`config.mk`:
```
export PLATFORM = sky130hd
export DESIGN_NAME = agc_loop
export DESIGN_NICKNAME = d
export VERILOG_FILES = /design/src/rtl/agc_pkg.sv /design/src/rtl/agc_power.sv /design/src/rtl/agc_avg.sv /design/src/rtl/agc_log.sv /design/src/rtl/agc_filter.sv /design/src/rtl/agc_loop.sv
export SDC_FILE = /design/constraint.sdc
export NUM_CORES = 2
export LEC_CHECK = 0
export ABC_CLOCK_PERIOD_IN_PS = 14400
export CORE_UTILIZATION = 60
export CTS_CLUSTER_SIZE = 16
export DETAILED_ROUTE_END_ITERATION = 8
export GPL_ROUTABILITY_DRIVEN = 0
export PLACE_DENSITY = 0.78
export SYNTH_ARGS = -nofsm -noshare
export SYNTH_HDL_FRONTEND = slang
export SYNTH_HIERARCHICAL = 1
export SYNTH_SLANG_ARGS = --single-unit
```
`constraint.sdc`:
```
create_clock -name clk -period 14.4 [get_ports clk]
set_clock_uncertainty 0.15 [all_clocks]
set_input_delay 2.88 -clock clk [delete_from_list [all_inputs] [get_ports clk]]
set_output_delay 2.88 -clock clk [all_outputs]
set_load 0.02 [all_outputs]
```
`src/rtl/agc_pkg.sv`:
```
package agc_pkg;

    localparam int COEF_W = 8;
    localparam int GAIN_W = 16;
    localparam int MANT_W = 4;
    localparam int FRAC_W = 5;   // level steps per octave of power = 2**FRAC_W

    typedef logic [COEF_W-1:0] coef_t;

    typedef struct packed {
        coef_t pole;
        coef_t k_fine;
        coef_t k_coarse;
    } loop_cfg_t;

    // round(32*log2(1+m/16))
    function automatic logic [FRAC_W-1:0] mant_log(input logic [MANT_W-1:0] m);
        logic [FRAC_W-1:0] r;
        case (m)
            4'd0:  r = 5'd0;
            4'd1:  r = 5'd3;
            4'd2:  r = 5'd5;
            4'd3:  r = 5'd8;
            4'd4:  r = 5'd10;
            4'd5:  r = 5'd13;
            4'd6:  r = 5'd15;
            4'd7:  r = 5'd17;
            4'd8:  r = 5'd19;
            4'd9:  r = 5'd21;
            4'd10: r = 5'd22;
            4'd11: r = 5'd24;
            4'd12: r = 5'd26;
            4'd13: r = 5'd27;
            4'd14: r = 5'd29;
            default: r = 5'd31;
        endcase
        return r;
    endfunction

    function automatic logic signed [GAIN_W-1:0] sat_gain(input logic signed [31:0] v);
        logic signed [GAIN_W-1:0] r;
        if (v > 32'sd32767)
            r = 16'sh7fff;
        else if (v < -32'sd32768)
            r = 16'sh8000;
        else
            r = v[GAIN_W-1:0];
        return r;
    endfunction

endpackage

```
`src/rtl/agc_power.sv`:
```
module agc_power #(
    parameter int DATA_W = 12,
    localparam int POW_W = 2*DATA_W
) (
    input  logic                     clk,
    input  logic                     rst,
    input  logic                     flush,
    input  logic                     in_valid,
    input  logic signed [DATA_W-1:0] i_s,
    input  logic signed [DATA_W-1:0] q_s,
    output logic                     pow_valid,
    output logic [POW_W-1:0]         pow
);
    logic signed [POW_W-1:0] ii, qq;

    always_comb begin
        ii = i_s * i_s;
        qq = q_s * q_s;
    end

    always_ff @(posedge clk) begin
        if (rst || flush) begin
            pow_valid <= 1'b0;
            pow       <= '0;
        end else begin
            pow_valid <= in_valid;
            if (in_valid)
                pow <= $unsigned(ii) + $unsigned(qq);
        end
    end

    a_r9_idle_no_power: assert property (@(posedge clk) disable iff (rst)
        !in_valid |=> !pow_valid);

endmodule

```
`src/rtl/agc_avg.sv`:
```
module agc_avg #(
    parameter int POW_W = 24,
    localparam int ACC_W = POW_W + 2
) (
    input  logic             clk,
    input  logic             rst,
    input  logic             flush,
    input  logic             in_valid,
    input  logic [POW_W-1:0] pow,
    input  logic [1:0]       n_code,
    output logic             avg_valid,
    output logic [POW_W-1:0] avg
);
    logic [ACC_W-1:0] acc, total, quot;
    logic [1:0]       cnt;
    logic             last;

    always_comb begin
        total = acc + ACC_W'(pow);
        last  = (cnt >= n_code);
        case (n_code)
            2'd0:    quot = total;
            2'd1:    quot = total >> 1;
            2'd2:    quot = total / ACC_W'(3);
            default: quot = total >> 2;
        endcase
    end

    always_ff @(posedge clk) begin
        if (rst || flush) begin
            acc       <= '0;
            cnt       <= '0;
            avg_valid <= 1'b0;
            avg       <= '0;
        end else begin
            avg_valid <= 1'b0;
            if (in_valid) begin
                if (last) begin
                    acc       <= '0;
                    cnt       <= '0;
                    avg       <= POW_W'(quot);
                    avg_valid <= 1'b1;
                end else begin
                    acc <= total;
                    cnt <= cnt + 2'd1;
                end
            end
        end
    end

    a_r1_avg_needs_input: assert property (@(posedge clk) disable iff (rst)
        avg_valid |-> $past(in_valid));

    a_r7_flush_empties: assert property (@(posedge clk) disable iff (rst)
        flush |=> (cnt == 2'd0 && !avg_valid));

endmodule

```
`src/rtl/agc_log.sv`:
```
module agc_log
    import agc_pkg::*;
#(
    parameter int POW_W = 24,
    parameter int LVL_W = 10,
    localparam int EXP_W = $clog2(POW_W)
) (
    input  logic             clk,
    input  logic             rst,
    input  logic             flush,
    input  logic             in_valid,
    input  logic [POW_W-1:0] avg,
    output logic             lvl_valid,
    output logic [LVL_W-1:0] lvl
);
    logic [EXP_W-1:0]  e;
    logic [MANT_W-1:0] m;
    logic [LVL_W-1:0]  lvl_c;

    always_comb begin
        e = '0;
        for (int b = 0; b < POW_W; b++)
            if (avg[b])
                e = EXP_W'(b);
        m = MANT_W'({avg, {MANT_W{1'b0}}} >> e);
        if (avg == '0)
            lvl_c = '0;
        else
            lvl_c = LVL_W'({e, {FRAC_W{1'b0}}}) + LVL_W'(mant_log(m));
    end

    always_ff @(posedge clk) begin
        if (rst || flush) begin
            lvl_valid <= 1'b0;
            lvl       <= '0;
        end else begin
            lvl_valid <= in_valid;
            if (in_valid)
                lvl <= lvl_c;
        end
    end

    a_r2_zero_power_zero_level: assert property (@(posedge clk) disable iff (rst)
        (in_valid && !flush && avg == '0) |=> (lvl_valid && lvl == '0));

endmodule

```
`src/rtl/agc_filter.sv`:
```
module agc_filter
    import agc_pkg::*;
#(
    parameter int LVL_W = 10
) (
    input  logic                     clk,
    input  logic                     rst,
    input  logic                     init,
    input  loop_cfg_t                cfg_in,
    input  logic                     in_valid,
    input  logic [LVL_W-1:0]         lvl,
    input  coef_t                    req,
    input  logic [LVL_W-1:0]         thr,
    output logic signed [GAIN_W-1:0] y,
    output logic [LVL_W-1:0]         rssi,
    output logic                     upd
);
    loop_cfg_t          cfg_q;
    coef_t              k_sel;
    logic signed [31:0] err_s, mag, prod_p, prod_k, y_sum;

    always_comb begin
        err_s  = $signed(32'(req)) - $signed(32'(lvl));
        mag    = (err_s < 0) ? -err_s : err_s;
        k_sel  = (mag < $signed(32'(thr))) ? cfg_q.k_fine : cfg_q.k_coarse;
        prod_p = $signed(32'(cfg_q.pole)) * 32'(y);
        prod_k = $signed(32'(k_sel)) * err_s;
        y_sum  = (prod_p >>> 8) + prod_k;
    end

    always_ff @(posedge clk) begin
        if (rst) begin
            cfg_q <= '0;
            y     <= '0;
            rssi  <= '0;
            upd   <= 1'b0;
        end else if (init) begin
            cfg_q <= cfg_in;
            y     <= '0;
            upd   <= 1'b0;
        end else begin
            upd <= in_valid;
            if (in_valid) begin
                y    <= sat_gain(y_sum);
                rssi <= lvl;
            end
        end
    end

    a_r6_cfg_only_on_init: assert property (@(posedge clk) disable iff (rst)
        !init |=> $stable(cfg_q));

    a_r4_state_holds: assert property (@(posedge clk) disable iff (rst)
        (!in_valid && !init) |=> $stable(y));

    a_r7_init_clears_state: assert property (@(posedge clk) disable iff (rst)
        init |=> (y == '0 && !upd));

endmodule

```
`src/rtl/agc_loop.sv`:
```
module agc_loop
    import agc_pkg::*;
#(
    parameter int DATA_W = 12,
    localparam int POW_W = 2*DATA_W,
    localparam int LVL_W = $clog2(POW_W << FRAC_W)
) (
    input  logic                     clk,
    input  logic                     rst,
    input  logic                     agc_init,
    input  logic                     iq_valid,
    input  logic signed [DATA_W-1:0] i_in,
    input  logic signed [DATA_W-1:0] q_in,
    input  logic [1:0]               avg_sel,
    input  logic [COEF_W-1:0]        pole_in,
    input  logic [COEF_W-1:0]        k1_in,
    input  logic [COEF_W-1:0]        k2_in,
    input  logic [COEF_W-1:0]        req_level,
    input  logic [LVL_W-1:0]         err_thr,
    output logic signed [GAIN_W-1:0] gain_out,
    output logic [LVL_W-1:0]         rssi_out,
    output logic                     rssi_valid
);
    logic             pow_valid, avg_valid, lvl_valid;
    logic [POW_W-1:0] pow, avg;
    logic [LVL_W-1:0] lvl;
    loop_cfg_t        cfg_in;

    assign cfg_in = '{pole: pole_in, k_fine: k1_in, k_coarse: k2_in};

    agc_power #(.DATA_W(DATA_W)) u_power (
        .clk(clk), .rst(rst), .flush(agc_init),
        .in_valid(iq_valid), .i_s(i_in), .q_s(q_in),
        .pow_valid(pow_valid), .pow(pow)
    );

    agc_avg #(.POW_W(POW_W)) u_avg (
        .clk(clk), .rst(rst), .flush(agc_init),
        .in_valid(pow_valid), .pow(pow), .n_code(avg_sel),
        .avg_valid(avg_valid), .avg(avg)
    );

    agc_log #(.POW_W(POW_W), .LVL_W(LVL_W)) u_log (
        .clk(clk), .rst(rst), .flush(agc_init),
        .in_valid(avg_valid), .avg(avg),
        .lvl_valid(lvl_valid), .lvl(lvl)
    );

    agc_filter #(.LVL_W(LVL_W)) u_filter (
        .clk(clk), .rst(rst), .init(agc_init), .cfg_in(cfg_in),
        .in_valid(lvl_valid), .lvl(lvl), .req(req_level), .thr(err_thr),
        .y(gain_out), .rssi(rssi_out), .upd(rssi_valid)
    );

    a_r5_strobe_follows_level: assert property (@(posedge clk) disable iff (rst)
        rssi_valid |-> $past(lvl_valid));

endmodule

```
## Word level (Yosys, flattened, before mapping)

Memory sizes are Yosys's and may differ from the RTL's.
Index checks and enable logic that the tools add are counted.

- Bits in registers: 140
- Memory bits (read-only): 80
- Bits of input ports: 72
- Output and inout port bits: 27
- Word-level logic and storage cells: 77
- Memories: 1

- Add/sub/neg operators: 7
- Multipliers: 4
- Divide/modulo/power cells: 1
- Magnitude comparators: 5
- Equal/unequal tests: 2
- Shifts and indexed selects: 1
- Muxes and demuxes: 33
- Bitwise logic cells: 2
- Reductions and logical operators: 7

Memories:

| name | words | width | read ports | clocked after Yosys merged registers in | wr ports | RTL line | RTL |
|---|---|---|---|---|---|---|---|
| (no name shown) | 16 | 5 | 1 | 0 | 0 | agc_pkg.sv:19 | `case (m)` |

Operator list:

| operator | number |
|---|---|
| $pmux 24 s3 | 1 |
| $mul 12x12->24 | 2 |
| $mux 5 | 9 |
| $add 17x32->32 | 1 |
| $gt 32x16->1 const B | 1 |
| $lt 32x1->1 const B | 1 |
| $lt 32x11->1 | 1 |
| $lt 32x16->1 const B | 1 |
| $mul 9x32->32 | 1 |
| $mux 16 | 2 |
| $mux 32 | 1 |
| $mux 4 | 8 |
| $neg 32->32 | 1 |
| $shr 28x5->4 | 1 |
| $add 26x24->26 | 1 |
| $div 26x2->26 const B | 1 |
| $mux 26 | 1 |
| $mul 9x16->25 | 1 |
| $add 24x24->24 | 1 |
| $logic_not 24->1 | 1 |
| $mux 3 | 4 |
| $sub 8x10->11 | 1 |
| $add 10x5->10 | 1 |
| $mux 10 | 1 |
| other kinds (12) | 18 |

## Longest topological paths before layout

An unclocked memory read counts as a cell.

- Word-level depth: 28
- Gate-level depth with buffers: 46
- Mapped depth without buffers: 42

## Cells and area by module

The synthesis kept the hierarchy.

By module, submodules not included:

| module | times used | cells each | area each (µm²) |
|---|---|---|---|
| agc_filter | 1 | 1396 | 11976.5 |
| agc_power | 1 | 1124 | 10779.1 |
| agc_avg | 1 | 984 | 6666.4 |
| agc_log | 1 | 232 | 1761.7 |

## Worst setup path before layout

No wires, ideal clock.

- Path kind: in2reg
- Start point: in req_level[0]
- End point: reg u_filter.y[12]
- Setup time: 0.120 ns
- Arrival: 12.122 ns
- Setup slack: 2.008 ns
- Cell stages on the path: 42
- Buffers on the path: 4
- Cell sequence: inv_1 > ha_1 > inv_1 > fa_1 > a21o_1 > a21oi_4 > o21ai_2 > a21oi_4 > xor2_2 > o211ai_1 > nor3_2 > buf_4 > buf_6 > mux2_2 > ha_1 > o21ai_0 > a21oi_1 > or3b_2 > (+6 left out) > inv_1 > fa_1 > inv_1 > fa_1 > inv_1 > fa_1 > inv_1 > ha_1 > a21oi_1 > nand2_1 > a211o_1 > a31o_2 > a31oi_1 > and3_1 > o211ai_1 > a31oi_2 > buf_4 > a21oi_1

- Word-level cells in the longest chain between the ends: 10
- Elaborated cells on any way between the ends: 12
- Classes of those cells: add/sub: 3; mul: 1; order compare: 4; mux: 4

Ends and longest elaborated chain:

| element | RTL line | RTL |
|---|---|---|
| start, declared | agc_loop.sv:18 | `input logic [COEF_W-1:0] req_level,` |
| $sub 8x10->11 * | agc_filter.sv:23 | `err_s = $signed(32'(req)) - $signed(32'(lvl));` |
| $neg 32->32 or $lt 32x1->1 (tied branches) | agc_filter.sv:24 | `mag = (err_s < 0) ? -err_s : err_s;` |
| $mux 32 | agc_filter.sv:24 |  |
| $lt 32x11->1 | agc_filter.sv:25 | `k_sel = (mag < $signed(32'(thr))) ? cfg_q.k_fine : cfg_q.k_coarse;` |
| $mux 8 | agc_filter.sv:25 |  |
| $mul 9x32->32 * | agc_filter.sv:27 | `prod_k = $signed(32'(k_sel)) * err_s;` |
| $add 17x32->32 * | agc_filter.sv:28 | `y_sum = (prod_p >>> 8) + prod_k;` |
| $lt 32x16->1 | agc_pkg.sv:44 | `else if (v < -32'sd32768)` |
| $mux 16 | agc_pkg.sv:44 |  |
| $mux 16 * | agc_pkg.sv:42 | `if (v > 32'sd32767)` |
| end signal, assigned | agc_filter.sv:44 | `y <= sat_gain(y_sum);` |
| end, declared | agc_filter.sv:14 | `output logic signed [GAIN_W-1:0] y,` |

Mark *: on every way between the ends. The rest lies on a longest branch, timed or not.
A chain may end at the register's enable or synchronous reset.

## Worst setup path in the final report

- Start point: in req_level[0]
- End point: reg u_filter.y[14]

Same word-level chain as after synthesis.

==> run summary <==
Status: completed
Fmax: 74.2 MHz
Global Route met2 Usage: 50.5%
Reg-to-Reg Start: u_log/lvl[0]
CP startpoint: req_level[0]
# fillers: 4412
Most frequent cells in the layout: inv_1, fa_1, nand2_1
WL final: 74000 um
Max Buffers Root-to-Sink: 2
H-tree Lvls: 4
Seq/Total Area, Yosys: 8.99%
Final hold vios: 0
Std cell rows: 83
Setup bufs post-CTS: 0
Worst skew pair latency: 0.46 ns
Fin Setup TNS: 0 ns
Die area: 52900 um2
Synth warn: 6
Via count: 25900
Avg Vias per Cell: 5.88
Crit share post-route: 93.6%
Starting density of the core: 60.8%
ANT cells: 0
Core region area: 51300 um2
WP data arrival: 13.63 ns
Clk pin slew, worst setup/hold paths: 0.07 ns
Commonest non-fill, non-tap cell in the layout: inv_1
# port buffers: 98
Cell mode on critical path: inv_1
Cells after Synth: 3736
Drt first pass iters: 6
Final setup violating endpoints: 0
Synth unique cells: 124
Max FO, Critical Path: 18
WL/cell: 16.8 um
Clock sink total: 140
Post-CTS resize count: 0
Slowest CP cell: and2_0
Layout Nets: 4497
Tmin final: 13.47 ns
Crit Path Class: in2reg
DIE HEIGHT: 230 um
Post-route ant nets: 0
Crit path largest cell delay: 0.62 ns
Root Driver: clkbuf_16
GR peak layer: met2
Hold_buf cts: 0
FF+latch count, synth: 140
1st-iter DRT viols: 1976
Largest net degree at the start of global routing: 72
Wire length of the first global-routing pass: 125000 um
Antenna violations before repair: 0
Worst slew pin tran: 1.30 ns
DP HPWL: 58900 um
HP Class: reg2reg
Layout cells sized above 1: 4.54%
Mean Syn Cell Area: 8.35 um2
Worst setup EP type: flip-flop
Met1 usage: 36.8%
Async S/R FF share, synth: 0%
Remaining Overflow, GRT: 0
Clock buffer count from CTS: 17
I/O pin cnt: 99
Post-synth EDFFs: 0
Vias in the first global route: 25500
Ys flop type: dfxtp_1
Syn nets: 4521
Slew Limit Fails: 0
GRT Total Usage: 28.7%
Area delta synth->final: 6.14%
Slew Limit Headroom: 12.5%
Mapped cell area: 31200 um2
Die span in x: 230 um
DRC: 0
Max Cap Viol: 0
Met3 Use GR: 2.99%
Setup crit start kind: input pin
Worst min-delay path startpoint: u_filter/rssi[0]
Unrepaired setup endpoints after global routing: false
Critical Path RT: 14.56 ns
TritonCTS clock tree: done
cells by family after synthesis:
family	after synthesis	share of synthesized area, %
AOI/OAI and AO/OA	824	18.1
xor gates and xnor gates	146	4.17
adders and majority gates	713	40.0
buffers and inverters	846	10.6
DFF	140	8.99
muxes	78	2.61
and+or+nand+nor	989	15.5
cells in the mapped netlist (all sizes together), types with 19 or more instances:
master  number  area (um2)
a211oi      37         293
a21o        40         302
a21oi      213        1110
a31oi       63         400
and2       146         916
buf         50         304
clkbuf     121         455
dfxtp      140        2800
fa         473        9470
ha         240        3000
inv        673        2530
mux2i       72         721
nand2      294        1110
nand2b      19         126
nand3       46         240
nand4       22         138
nor2       268        1020
nor2b       51         319
nor3        46         240
o211ai      32         250
o21a        23         173
o21ai      178         925
o31ai       45         357
xnor2      106         943
xor2        40         358
sequential cells by signal, summed over array words and instances (netlist names):
signal,flops
u_filter/rssi,10
u_avg/avg,24
u_avg/cnt,2
u_filter/upd,1
u_filter/cfg_q,24
u_log/lvl,10
u_power/pow,24
u_power/pow_valid,1
u_log/lvl_valid,1
u_filter/y,16
u_avg/acc,26
u_avg/avg_valid,1
worst max-delay path, delay by kind of cell:
kind	cells	cell delay, ns
xor gates and xnor gates	1	0.16
buffers and inverters	10	1.42
AOI/OAI and AO/OA	19	3.69
adders and majority gates	9	3.87
and+or+nand+nor	5	1.59
per-layer routing:
metal  vias to the layer above  share of wire, %
met2                       811                50
met4                         0               2.9
met5                         -                 0
met3                       159               4.7
li1                      12300                 -
met1                     12600                42
stage by stage:
step	worst slack, ns	cells	hold slack, ns	utilization, %	cell area (um2)
after floorplan	2.01	3736	0.282	-	31200
after global placement	0.856	4373	0.294	63.3	32500
after detailed placement	0.549	4373	0.298	63.3	32500
after CTS	1.03	4405	0.307	64.5	33100
after global routing	0.187	4405	0.319	64.5	33100
final	0.928	4405	0.307	64.5	33100
cell type report:
type	count	area (um2)	area share [%]
multi-input cells	2750	25100	75.8
flip-flops and latches	140	2800	8.47
inverters	675	2530	7.66
repair buffers	128	1190	3.58
well taps	680	851	2.57
clock buffers	19	453	1.37
clock inverters	13	176	0.533
path summary, 6_finish.rpt:
check	endpoint	slack [ns]	depth (start not counted)
max reg2reg	u_filter/y[14]	3.40	42
min	u_filter/rssi[0]	0.31	2
min reg2reg	u_filter/rssi[0]	0.31	2
max	u_filter/y[14]	0.93	44
Power is left out: the tool's default activity adds up to more than one toggle a clock period on the data nets, which glitch-free logic cannot reach.
